File: src/rtl/csa_pipe_pkg.sv
package csa_pipe_pkg;

   // number of register stages that hold w carry-save rows, g rows each
   function automatic int unsigned stage_count(input int unsigned w, input int unsigned g);
      return (w + g - 1) / g;
   endfunction

   // rows that land in stage k (the last stage may be short)
   function automatic int unsigned rows_in_stage(input int unsigned k, input int unsigned w,
                                                 input int unsigned g);
      return ((w - k * g) < g) ? (w - k * g) : g;
   endfunction

endpackage

File: src/rtl/csa_ha_row.sv
module csa_ha_row #(
   parameter int unsigned W     = 8,
   parameter bit          FIRST = 1'b0
) (
   input  logic [W-1:0] sum_i,
   input  logic [W-1:0] cry_i,
   input  logic         top_i,
   output logic [W-1:0] sum_o,
   output logic [W-1:0] cry_o,
   output logic         top_o
);

   logic [W-1:0] addend;

   generate
      if (FIRST) begin : g_first
         // operands enter aligned, nothing leaves the top yet
         assign addend = cry_i;
         assign top_o  = top_i;
      end else begin : g_step
         // carry word moves up one weight; its top bit drops into the OR column
         assign addend = {cry_i[W-2:0], 1'b0};
         assign top_o  = top_i | cry_i[W-1];
      end
   endgenerate

   for (genvar j = 0; j < W; j++) begin : g_ha
      assign sum_o[j] = sum_i[j] ^ addend[j];
      assign cry_o[j] = sum_i[j] & addend[j];
   end

endmodule

File: src/rtl/csa_stage.sv
module csa_stage #(
   parameter int unsigned W     = 8,
   parameter int unsigned ROW0  = 0,
   parameter int unsigned NROWS = 1
) (
   input  logic         clk,
   input  logic         rst,
   input  logic         vld_i,
   input  logic [W-1:0] sum_i,
   input  logic [W-1:0] cry_i,
   input  logic         top_i,
   output logic         vld_o,
   output logic [W-1:0] sum_o,
   output logic [W-1:0] cry_o,
   output logic         top_o
);

   localparam int unsigned LAST_ROW = ROW0 + NROWS - 1;

   if (NROWS < 1) begin : g_bad_rows
      $error("csa_stage: a stage needs at least one row");
   end

   logic [W-1:0] s_w [0:NROWS];
   logic [W-1:0] c_w [0:NROWS];
   logic         t_w [0:NROWS];

   assign s_w[0] = sum_i;
   assign c_w[0] = cry_i;
   assign t_w[0] = top_i;

   for (genvar r = 0; r < NROWS; r++) begin : g_row
      csa_ha_row #(
         .W     (W),
         .FIRST ((ROW0 + r) == 0)
      ) u_row (
         .sum_i (s_w[r]),
         .cry_i (c_w[r]),
         .top_i (t_w[r]),
         .sum_o (s_w[r+1]),
         .cry_o (c_w[r+1]),
         .top_o (t_w[r+1])
      );
   end

   // settled low sum bits ride along unchanged: these flops form the deskew triangle
   always_ff @(posedge clk) begin
      sum_o <= s_w[NROWS];
      cry_o <= c_w[NROWS];
      top_o <= t_w[NROWS];
   end

   always_ff @(posedge clk) begin
      if (rst) vld_o <= 1'b0;
      else     vld_o <= vld_i;
   end

   AST_TOP_SINGLE_CARRY: assert property (@(posedge clk) disable iff (rst)
      vld_o |-> !(top_o && cry_o[W-1]));

   if (LAST_ROW > 0) begin : g_settle_chk
      localparam logic [W-1:0] SETTLED_MASK = (W'(1) << LAST_ROW) - W'(1);
      AST_CARRY_SETTLED: assert property (@(posedge clk) disable iff (rst)
         vld_o |-> ((cry_o & SETTLED_MASK) == '0));
   end

endmodule

File: src/rtl/csa_pipe_adder.sv
module csa_pipe_adder #(
   parameter int unsigned WIDTH = 8,
   parameter int unsigned GRAN  = 3
) (
   input  logic             clk,
   input  logic             rst,
   input  logic             in_vld,
   input  logic [WIDTH-1:0] in_a,
   input  logic [WIDTH-1:0] in_b,
   output logic             out_vld,
   output logic [WIDTH:0]   out_sum
);

   localparam int unsigned NST = csa_pipe_pkg::stage_count(WIDTH, GRAN);
   localparam int unsigned CW  = $clog2(NST + 1) + 1;

   if (WIDTH < 2) begin : g_bad_width
      $error("csa_pipe_adder: WIDTH must be at least 2");
   end
   if (GRAN < 1 || GRAN > WIDTH) begin : g_bad_gran
      $error("csa_pipe_adder: GRAN must lie in 1..WIDTH");
   end

   logic             v_p [0:NST];
   logic [WIDTH-1:0] s_p [0:NST];
   logic [WIDTH-1:0] c_p [0:NST];
   logic             t_p [0:NST];

   assign v_p[0] = in_vld;
   assign s_p[0] = in_a;
   assign c_p[0] = in_b;
   assign t_p[0] = 1'b0;

   for (genvar k = 0; k < NST; k++) begin : g_stage
      localparam int unsigned ROWS_K = csa_pipe_pkg::rows_in_stage(k, WIDTH, GRAN);
      csa_stage #(
         .W     (WIDTH),
         .ROW0  (k * GRAN),
         .NROWS (ROWS_K)
      ) u_stage (
         .clk   (clk),
         .rst   (rst),
         .vld_i (v_p[k]),
         .sum_i (s_p[k]),
         .cry_i (c_p[k]),
         .top_i (t_p[k]),
         .vld_o (v_p[k+1]),
         .sum_o (s_p[k+1]),
         .cry_o (c_p[k+1]),
         .top_o (t_p[k+1])
      );
   end

   // last carry left at the top weight joins the OR column
   assign out_vld = v_p[NST];
   assign out_sum = {t_p[NST] | c_p[NST][WIDTH-1], s_p[NST]};

   // occupancy count for the latency and ordering checks
   logic [CW-1:0] inflight;
   always_ff @(posedge clk) begin
      if (rst) inflight <= '0;
      else     inflight <= inflight + CW'(in_vld) - CW'(out_vld);
   end

   AST_SUM_RESOLVED: assert property (@(posedge clk) disable iff (rst)
      out_vld |-> (c_p[NST][WIDTH-2:0] == '0));
   AST_INFLIGHT_BOUND: assert property (@(posedge clk) disable iff (rst)
      inflight <= CW'(NST));
   AST_OUT_HAS_SOURCE: assert property (@(posedge clk) disable iff (rst)
      out_vld |-> (inflight != '0));
   AST_RESET_CLEARS: assert property (@(posedge clk) disable iff (rst)
      $past(rst) |-> !out_vld);

endmodule

File: config.mk
export PLATFORM = sky130hd
export DESIGN_NAME = csa_pipe_adder
export DESIGN_NICKNAME = d
export VERILOG_FILES = /design/src/rtl/csa_pipe_pkg.sv /design/src/rtl/csa_ha_row.sv /design/src/rtl/csa_stage.sv /design/src/rtl/csa_pipe_adder.sv
export SDC_FILE = /design/constraint.sdc
export NUM_CORES = 1
export LEC_CHECK = 0
export ABC_CLOCK_PERIOD_IN_PS = 1920
export BUFFER_PORTS_ARGS = -buffer_cell sky130_fd_sc_hd__buf_4
export CORE_AREA = 2 2 77 49
export DETAILED_ROUTE_END_ITERATION = 12
export DIE_AREA = 0 0 79 51
export SYNTH_ARGS = -nofsm -noshare
export SYNTH_HDL_FRONTEND = slang
export SYNTH_SLANG_ARGS = --single-unit
File: constraint.sdc
create_clock -name clk -period 1.92 [get_ports clk]
set_input_delay 0 -clock clk [delete_from_list [all_inputs] [get_ports clk]]
set_output_delay 0 -clock clk [all_outputs]
set_load 0.01 [all_outputs]
==> flow_summary_export.csv, run 1 <==
group,metric,value,unit
timing,finalHoldViolCount,0,
yosys,avgSynthCellArea,15.9,um^2
critical_path,crit_path_frequent_cell,"dlygate4sd3_1",
min_path,min_from,"in_b[1]",
critical_path,critical_path.max_fanout,1,
timing,timing.final.crit_share,0.743,
yosys,ys.flop_type,"dfxtp_1",
yosys,synth_edf_count,0,
yosys,synth_cell_types,7,
critical_path,r2r_cells,3,
placement,io_buffers,28,
clock_network,path_clk_slew,0.07,ns
run,maxCapViolations,0,
timing,max_freq,0.701,GHz
timing,finalSetupTns,0,ns
min_path,whs_path_depth,3,
yosys,yosysWarnings,0,
global_routing,grt_util_met1,0.0888,
placement,place_area,0.00155,mm^2
route,dr.pass1.iters,2,
layout,antenna_cells,0,
layout,final_nets,176,
layout,stdcell_area,0.00173,mm^2
yosys,ys_ff_latch,40,
critical_path,crit_type,"input pin to register",
yosys,yosys-top-cells-count,"dfxtp_1, ha_1, nor2b_1",
yosys,synth_top_area_frac,0.623,
yosys,yosys.area.top_type,"dfxtp_1",
critical_path,r2r_end,"g_stage[1].u_stage.top_o",
route,antenna_left,0,
timing,tightest_slew,0.112,ns
timing,slew_violations,0,
die,top_level_ports,29,
critical_path,cp_data_arrival_time,1.61,ns
route,wire_per_inst,8.56,um
critical_path,cpPeakStageDelay,0.55,ns
clock_network,htreeDepth,2,
global_routing,globalRoute.busiestLayer,"met2",
clock_network,insertion_delay,0.29,ns
global_routing,antenna_found_initial,0,
route,drc,0,
pwr,peakVddDrop,0.346,mV
global_routing,grt_max_degree,14,
min_path,holdCritPathClass,"input pin to register",
pwr,p_per_area,1090,mW/mm^2
clock_network,cts_setup_buffers,0,
yosys,synth-async-reset-ratio,0,
critical_path,path_cells,"dlygate4sd3_1 > buf_4 > fa_1 > dlygate4sd3_1",
critical_path,required,2.10,ns
timing,rsz0062_at_grt,"no",
clock_network,cts.sink_count,40,
yosys,syn_area,0.00128,mm^2
critical_path,endpoint_kind,"register",
clock_network,numCtsBuffers,5,
placement,place_hpwl,1.15,mm
clock_network,clk_path_buf_depth,2,
timing,max_slew_margin,0.925,
global_routing,grt_pass1_wl,2.64,mm
min_path,hold_end,"g_stage[0].u_stage.sum_o[1]",
die,fp.dieH,51,um
yosys,synthCells,81,
critical_path,cp-start-kind,"input pin",
timing,finalSetupViolations,0,
clock_network,cts_root_buf,"clkbuf_8",
die,fp.dieW,79,um
die,start_util,0.373,
timing,clock_skew,0.00228,ns
yosys,synth_most_common_cell,"dfxtp_1",
critical_path,rrSetupSlack,0.53,ns
die,num_rows,17,
yosys,syn_nets,135,
critical_path,critPathSlowestCell,"dlygate4sd3_1",
status,status,"finished, final reports clean",
yosys,synth-seq-area-share,0.623,
route,drtIter0Drc,11,
global_routing,grt_pass1_vias,703,
pwr,power_leakage,0.868,nW
die,dieArea,0.00403,mm^2
global_routing,overflow,0,
yosys,synth_area_leaders,"dfxtp_1, ha_1, fa_1",
timing,post-route-min-period,1.43,ns
critical_path,regToRegStartpoint,"g_stage[0].u_stage.cry_o[6]",
placement,gp_congestion,0.613,
die,fp.coreArea,0.00345,mm^2
route,vias_per_cell,4.05,
global_routing,grtUsageMet3,0.0477,
route,routed_wl,1.46,mm
route,via_count,688,
layout,drive_above_1_share,0.301,
clock_network,cts_tree,"done",
layout,synthToLayoutAreaGrowth,34.3,%
global_routing,grt_use_met2,0.145,
global_routing,grt_use_total,0.0926,
==> power by group <==
group          total, mW  switching (mW)  leakage, nW  internal (mW)
clock network      0.654           0.270       0.0541          0.384
logic              0.235          0.0954        0.481          0.140
registers          0.996          0.0315        0.334          0.965
==> sequential cells by signal, summed over array words and instances (netlist names) <==
| register | cells |
|---|---|
| g_stage.u_stage.sum_o | 24 |
| g_stage.u_stage.top_o | 3 |
| g_stage.u_stage.vld_o | 3 |
| g_stage.u_stage.cry_o | 10 |
==> cells by family (layout without fill, tap and decap cells) <==
kind of cell	Yosys count	in the layout	share of synthesized area
buffers and inverters	0	42	0
adder cells (fa/ha/maj)	35	35	0.347
flip-flops	40	40	0.623
AND/OR/NAND/NOR	6	6	0.0302
==> worst max-delay path, delay by kind of cell <==
kind / cells / cell delay [ns]
buf+inv: 3 / 1.23
fa+ha+maj: 1 / 0.38
==> per-layer routing <==
layer | up-vias | share of wire
met4 | 0 | 0.043
li1 | 362 | -
met1 | 296 | 0.46
met2 | 22 | 0.42
met3 | 8 | 0.072
met5 | - | 0
==> worst max-delay path by stage <==
stage | startpoint | end | slack (ns) | depth (start not counted)
final | in_b[7] | g_stage[0].u_stage.top_o | 0.49 | 4
after global routing | g_stage[0].u_stage.cry_o[6] | g_stage[1].u_stage.top_o | 0.46 | 3
after CTS | in_b[7] | g_stage[0].u_stage.top_o | 0.51 | 4
after detailed placement | g_stage[0].u_stage.cry_o[6] | g_stage[1].u_stage.top_o | 0.52 | 3
after global placement | g_stage[0].u_stage.cry_o[6] | g_stage[1].u_stage.top_o | 0.55 | 3
after floorplan | g_stage[0].u_stage.cry_o[6] | g_stage[1].u_stage.top_o | 0.56 | 3
==> what timing repair did <==
| item | CTS | global route |
|---|---|---|
| hold buffers | 6 | 0 |
| resized for setup | 0 | 0 |
| hold endpoints to repair | 5 | 0 |
==> placed cells by master, fill, tap and decap left out, types with 3 or more instances in the layout <==
| cell type | count |
|---|---|
| ha_1 | 34 |
| clkbuf_8 | 5 |
| nor2b_1 | 3 |
| buf_4 | 28 |
| dlygate4sd3_1 | 6 |
| dfxtp_1 | 40 |
==> cell type report <==
type / count / area, um^2
Clock buffer: 5 / 68.8
Multi-Input combinational cell: 41 / 484
Fill cell: 322 / 1720
Timing Repair Buffer: 34 / 270
Clock inverter: 3 / 42.5
Tap cell: 47 / 58.8
Sequential cell: 40 / 801
==> per-stage QoR <==
step | hold WS, ns | total power, mW | instances | setup WS [ns] | util
after CTS | 0.0416 | 1.92 | 170 | 0.512 | 0.501
after global placement | 0.177 | 1.25 | 156 | 0.545 | 0.451
after global routing | 0.0506 | 2.00 | 170 | 0.460 | 0.501
final | 0.0499 | 1.89 | 170 | 0.493 | 0.501
after detailed placement | 0.182 | 1.25 | 156 | 0.524 | 0.451
after floorplan | 0.0716 | 1.11 | 81 | 0.558 | -
Power figures use the tool's default switching activity.
==> run 2: changes to the inputs <==
Settings changed: ABC_CLOCK_PERIOD_IN_PS 1920 to 1200.
Clock period 1.92 ns to 1.2 ns, I/O delays scaled along.
==> flow_summary_export.csv, run 2 (synthesis gave the netlist of run 1 again) <==
group,metric,value,unit
route,drc,0,
critical_path,r2r_cells,3,
clock_network,htreeDepth,2,
placement,dp_slack,-0.0712,ns
clock_network,cts_tree,"done",
layout,top_regs,"g_stage.u_stage.sum_o x24, g_stage.u_stage.cry_o x10",
min_path,whs_path_depth,3,
timing,slew_violations,0,
critical_path,rrSetupSlack,-0.02,ns
critical_path,required,1.36,ns
global_routing,overflow,0,
min_path,hold_end,"g_stage[0].u_stage.sum_o[1]",
clock_network,cts_root_buf,"clkbuf_8",
global_routing,grt_use_total,0.0875,
route,via_count,675,
critical_path,regToRegStartpoint,"g_stage[0].u_stage.cry_o[6]",
layout,synthToLayoutAreaGrowth,38.9,%
layout,instances_no_fill,169,
route,dr.pass1.iters,4,
critical_path,path_cells,"ha_4 > ha_4 > or4_1",
timing,post-route-min-period,1.22,ns
die,top_level_ports,29,
critical_path,critPathSlowestCell,"or4_1",
critical_path,cp_top_family,"simple AND/OR/NAND/NOR gates",
die,start_util,0.373,
die,fp.coreArea,0.00345,mm^2
timing,finalSetupTns,-0.0187,ns
pwr,p_per_area,1620,mW/mm^2
critical_path,crit_path_frequent_cell,"ha_4",
timing,rsz0062_at_grt,"yes",
die,fp.dieH,51,um
layout,layout_commonest_cell,"dfxtp_1",
placement,place_hpwl,1.14,mm
global_routing,grt_pass1_wl,2.56,mm
clock_network,clk_path_buf_depth,2,
clock_network,numCtsBuffers,5,
layout,utilization,0.518,
timing,finalSetupViolations,1,
status,status,"finished, violations left",
critical_path,endpoint_kind,"register",
critical_path,cp-start-kind,"register",
timing,timing.final.crit_share,1.02,
route,vias_per_cell,3.99,
run,maxCapViolations,0,
layout,most-common-layout-cells,"dfxtp_1, buf_4, ha_1",
min_path,holdCritPathClass,"input pin to register",
die,fp.dieW,79,um
route,wire_per_inst,8.78,um
critical_path,critPathBufInv,0,
critical_path,crit_type,"register to register",
layout,final_nets,175,
placement,post-place-cells,156,
layout,drive_above_1_share,0.402,
critical_path,cp_data_arrival_time,1.38,ns
pwr,power_leakage,0.852,nW
placement,io_buffers,28,
placement,gp_congestion,0.622,
clock_network,path_clk_slew,0.07,ns
die,num_rows,17,
layout,top_register,"g_stage.u_stage.sum_o",
timing,max_freq,0.821,GHz
clock_network,cts.sink_count,40,
min_path,min_from,"in_b[1]",
timing,clock_skew,0.00462,ns
clock_network,insertion_delay,0.29,ns
critical_path,cpPeakStageDelay,0.39,ns
pwr,total_power,2.89,mW
clock_network,cts_setup_buffers,0,
pwr,peakVddDrop,0.610,mV
route,routed_wl,1.48,mm
global_routing,grt_pass1_vias,688,
global_routing,antenna_found_initial,0,
timing,tightest_slew,0.105,ns
route,drtIter0Drc,13,
global_routing,grt_max_degree,14,
status,violations,"negative setup slack",
critical_path,r2r_end,"g_stage[1].u_stage.top_o",
timing,finalHoldViolCount,0,
die,dieArea,0.00403,mm^2
timing,setup_slack,-0.0187,ns
layout,largest_reg_flops,24,
route,antenna_left,0,
critical_path,critical_path.max_fanout,1,
layout,antenna_cells,0,
timing,max_slew_margin,0.930,
## run 2: cell count changes in the layout (fill, tap and decap cells not counted)
cell,before,now
ha_1,34,27
dfxtp_1,40,35
dlygate4sd3_1,6,5
bufinv_16,1,0
clkinv_4,0,1
clkinv_2,1,2
ha_4,0,7
dfxtp_2,0,5
clkinvlp_4,1,0
## run 2: through the flow
stage	cell area [um^2]	hold slack, ns
finish	1790	0.0516
global route	1790	0.0533
CTS	1690	0.0480
detailed placement	1560	0.178
global placement	1560	0.175
floorplan	1290	0.0716
## run 2: timing repair
item | 4_1_cts | 5_1_grt
resized for setup | 0 | 12
pin swaps | 1 | 4
endpoints found under the setup margin | 4 | 4
hold buffers | 5 | 0
hold endpoints to repair | 5 | 0
## run 2: layer usage
layer	up-vias	track usage	share of wire
met5	-	0	0
met4	0	0.0690	0.021
met3	5	0.0495	0.079
met2	19	0.133	0.45
met1	291	0.0899	0.45
li1	360	-	-
## run 2: worst min-delay path: stages
cell	delay (ns)
buf_4	0.08
ha_1	0.11
ha_1	0.12
## run 2: area by class of cell
| cell class | count | area [um^2] |
|---|---|---|
| fillers | 311 | 1660 |
| flip-flops and latches | 40 | 807 |
| multi-input cells | 41 | 572 |
| repair buffers | 33 | 260 |
| clock buffers | 5 | 68.8 |
| well taps | 47 | 58.8 |
| clock inverters | 3 | 18.8 |
## run 2: how the worst max path moves through the flow
stage,endpoint,cells past startpoint,from,slack (ns)
2_1_floorplan,g_stage[1].u_stage.top_o,3,g_stage[0].u_stage.sum_o[7],-0.02
3_3_place_gp,g_stage[1].u_stage.top_o,3,g_stage[0].u_stage.sum_o[7],-0.03
3_5_place_dp,g_stage[1].u_stage.top_o,3,g_stage[0].u_stage.sum_o[7],-0.07
4_1_cts,g_stage[1].u_stage.top_o,3,g_stage[0].u_stage.cry_o[6],-0.08
5_1_grt,g_stage[1].u_stage.top_o,3,g_stage[0].u_stage.cry_o[6],-0.06
6_report,g_stage[1].u_stage.top_o,3,g_stage[0].u_stage.cry_o[6],-0.02
## run 2: where the power goes
group	switching (mW)	leakage (nW)	internal, mW
combinational	0.176	0.469	0.268
sequential	0.0637	0.334	1.55
clock	0.427	0.0479	0.404
==> run 3: changes to the inputs <==
Settings changed: ABC_CLOCK_PERIOD_IN_PS 1200 to unset, CORE_AREA 2 2 77 49 to 5 5 75 49, DIE_AREA 0 0 79 51 to 0 0 80 54, PLACE_DENSITY set to 0.71.
==> flow_summary_export.csv, run 3 (synthesis gave the netlist of run 1 again) <==
group,metric,value,unit
layout,utilization,0.593,
timing,max_slew_margin,0.914,
global_routing,antenna_found_initial,0,
global_routing,grt_pass1_vias,669,
layout,top_regs,"g_stage.u_stage.sum_o x24, g_stage.u_stage.cry_o x10",
clock_network,path_clk_slew,0.07,ns
die,dieArea,0.00432,mm^2
timing,clock_skew,0.00374,ns
status,status,"finished, violations left",
placement,gp_congestion,0.655,
clock_network,cts_root_buf,"clkbuf_8",
global_routing,globalRoute.busiestLayer,"met2",
route,drtIter0Drc,19,
clock_network,insertion_delay,0.29,ns
layout,most-common-layout-cells,"dfxtp_1, buf_4, ha_1",
die,fp.coreArea,0.00304,mm^2
layout,drive_above_1_share,0.418,
clock_network,cts.sink_count,40,
timing,setup_slack,-0.0131,ns
critical_path,endpoint_kind,"register",
timing,max_freq,0.824,GHz
status,violations,"negative setup slack",
global_routing,grt_pass1_wl,2.83,mm
layout,final_nets,175,
critical_path,critical_path.max_fanout,1,
route,antenna_left,0,
timing,post-route-min-period,1.21,ns
timing,finalSetupViolations,1,
critical_path,critical_path.startpoint,"g_stage[0].u_stage.cry_o[6]",
die,fp.dieH,54,um
layout,top_register,"g_stage.u_stage.sum_o",
timing,slew_violations,0,
min_path,min_from,"in_b[1]",
layout,seqCellArea,807,um^2
clock_network,cts_tree,"done",
layout,layout_commonest_cell,"dfxtp_1",
route,via_count,692,
global_routing,grt_use_total,0.0964,
die,start_util,0.422,
critical_path,cp-start-kind,"register",
layout,antenna_cells,0,
timing,finalHoldViolCount,0,
route,drc,0,
layout,synthToLayoutAreaGrowth,40.3,%
layout,multiInputGateArea,587,um^2
clock_network,clk_path_buf_depth,2,
min_path,holdCritPathClass,"input pin to register",
layout,stdcell_area,0.00180,mm^2
timing,rsz0062_at_grt,"yes",
placement,place_area,0.00155,mm^2
critical_path,cp_data_arrival_time,1.38,ns
route,dr.pass1.iters,2,
route,wire_per_inst,11.1,um
layout,instances_no_fill,167,
pwr,p_per_area,1650,mW/mm^2
placement,io_buffers,28,
critical_path,crit_type,"register to register",
timing,tightest_slew,0.129,ns
critical_path,required,1.37,ns
clock_network,numCtsBuffers,5,
pwr,total_power,2.98,mW
global_routing,overflow,0,
global_routing,grtUsageMet3,0.0669,
pwr,power_leakage,0.852,nW
timing,holdWs,0.0493,ns
die,num_rows,16,
global_routing,grt_util_met1,0.0941,
global_routing,grt_max_degree,13,
timing,timing.final.crit_share,1.01,
placement,post-place-cells,154,
global_routing,grt_use_met2,0.157,
route,vias_per_cell,4.14,
die,top_level_ports,29,
clock_network,cts_setup_buffers,0,
run,maxCapViolations,0,
pwr,peakVddDrop,0.907,mV
clock_network,htreeDepth,2,
critical_path,regToRegStartpoint,"g_stage[0].u_stage.cry_o[6]",
layout,fillCellCount,249,
route,routed_wl,1.85,mm
die,fp.dieW,80,um
layout,largest_reg_flops,24,
-- run 3: cell types whose count changed in the layout (fill, tap and decap cells not counted) --
cell,before,now
clkinv_4,1,0
ha_4,7,8
ha_1,27,25
ha_2,0,1
clkbuf_8,5,6
-- run 3: where the power goes --
part           total (mW)  switching (mW)  internal (mW)
clock               0.888           0.430          0.458
combinational       0.470           0.189          0.281
sequential           1.62          0.0687           1.55
total                2.98           0.688           2.29
-- run 3: metrics by stage --
step                TNS [ns]  worst slack, ns
global placement     -0.0933          -0.0302
global route         -0.0330          -0.0330
detailed placement    -0.214          -0.0703
finish               -0.0131          -0.0131
floorplan            -0.0228          -0.0218
CTS                  -0.0636          -0.0331
-- run 3: what timing repair did --
| action | CTS | global route |
|---|---|---|
| hold buffers | 5 | 0 |
| resized for setup | 7 | 7 |
| setup endpoints to repair | 4 | 4 |
| endpoints found under the hold margin | 5 | 0 |
| pin swaps | 3 | 4 |
-- run 3: layout make-up --
type,instances,share of cell area
timing repair buffer,33,0.144
sequential,40,0.448
multi-input combinational,41,0.325
tap,45,0.0312
clock inverter,2,0.00555
clock buffer,6,0.0458
-- run 3: worst max-delay path, cell delays in order (launching register included) --
cell and delay (ns):
dfxtp_2 0.33, ha_4 0.24, ha_4 0.14, or4_1 0.38
-- run 3: worst paths after layout --
| check | to | slack (ns) | cells after the start |
|---|---|---|---|
| max | g_stage[1].u_stage.top_o | -0.01 | 3 |
| min | g_stage[0].u_stage.sum_o[1] | 0.05 | 3 |
| max reg2reg | g_stage[1].u_stage.top_o | -0.01 | 3 |
| min reg2reg | g_stage[2].u_stage.sum_o[2] | 0.33 | 0 |
-- run 3: routing by layer --
layer	part of all wire	routed length [um]
met5	0	0
met4	0.017	32
met3	0.074	136
met2	0.52	952
met1	0.39	726
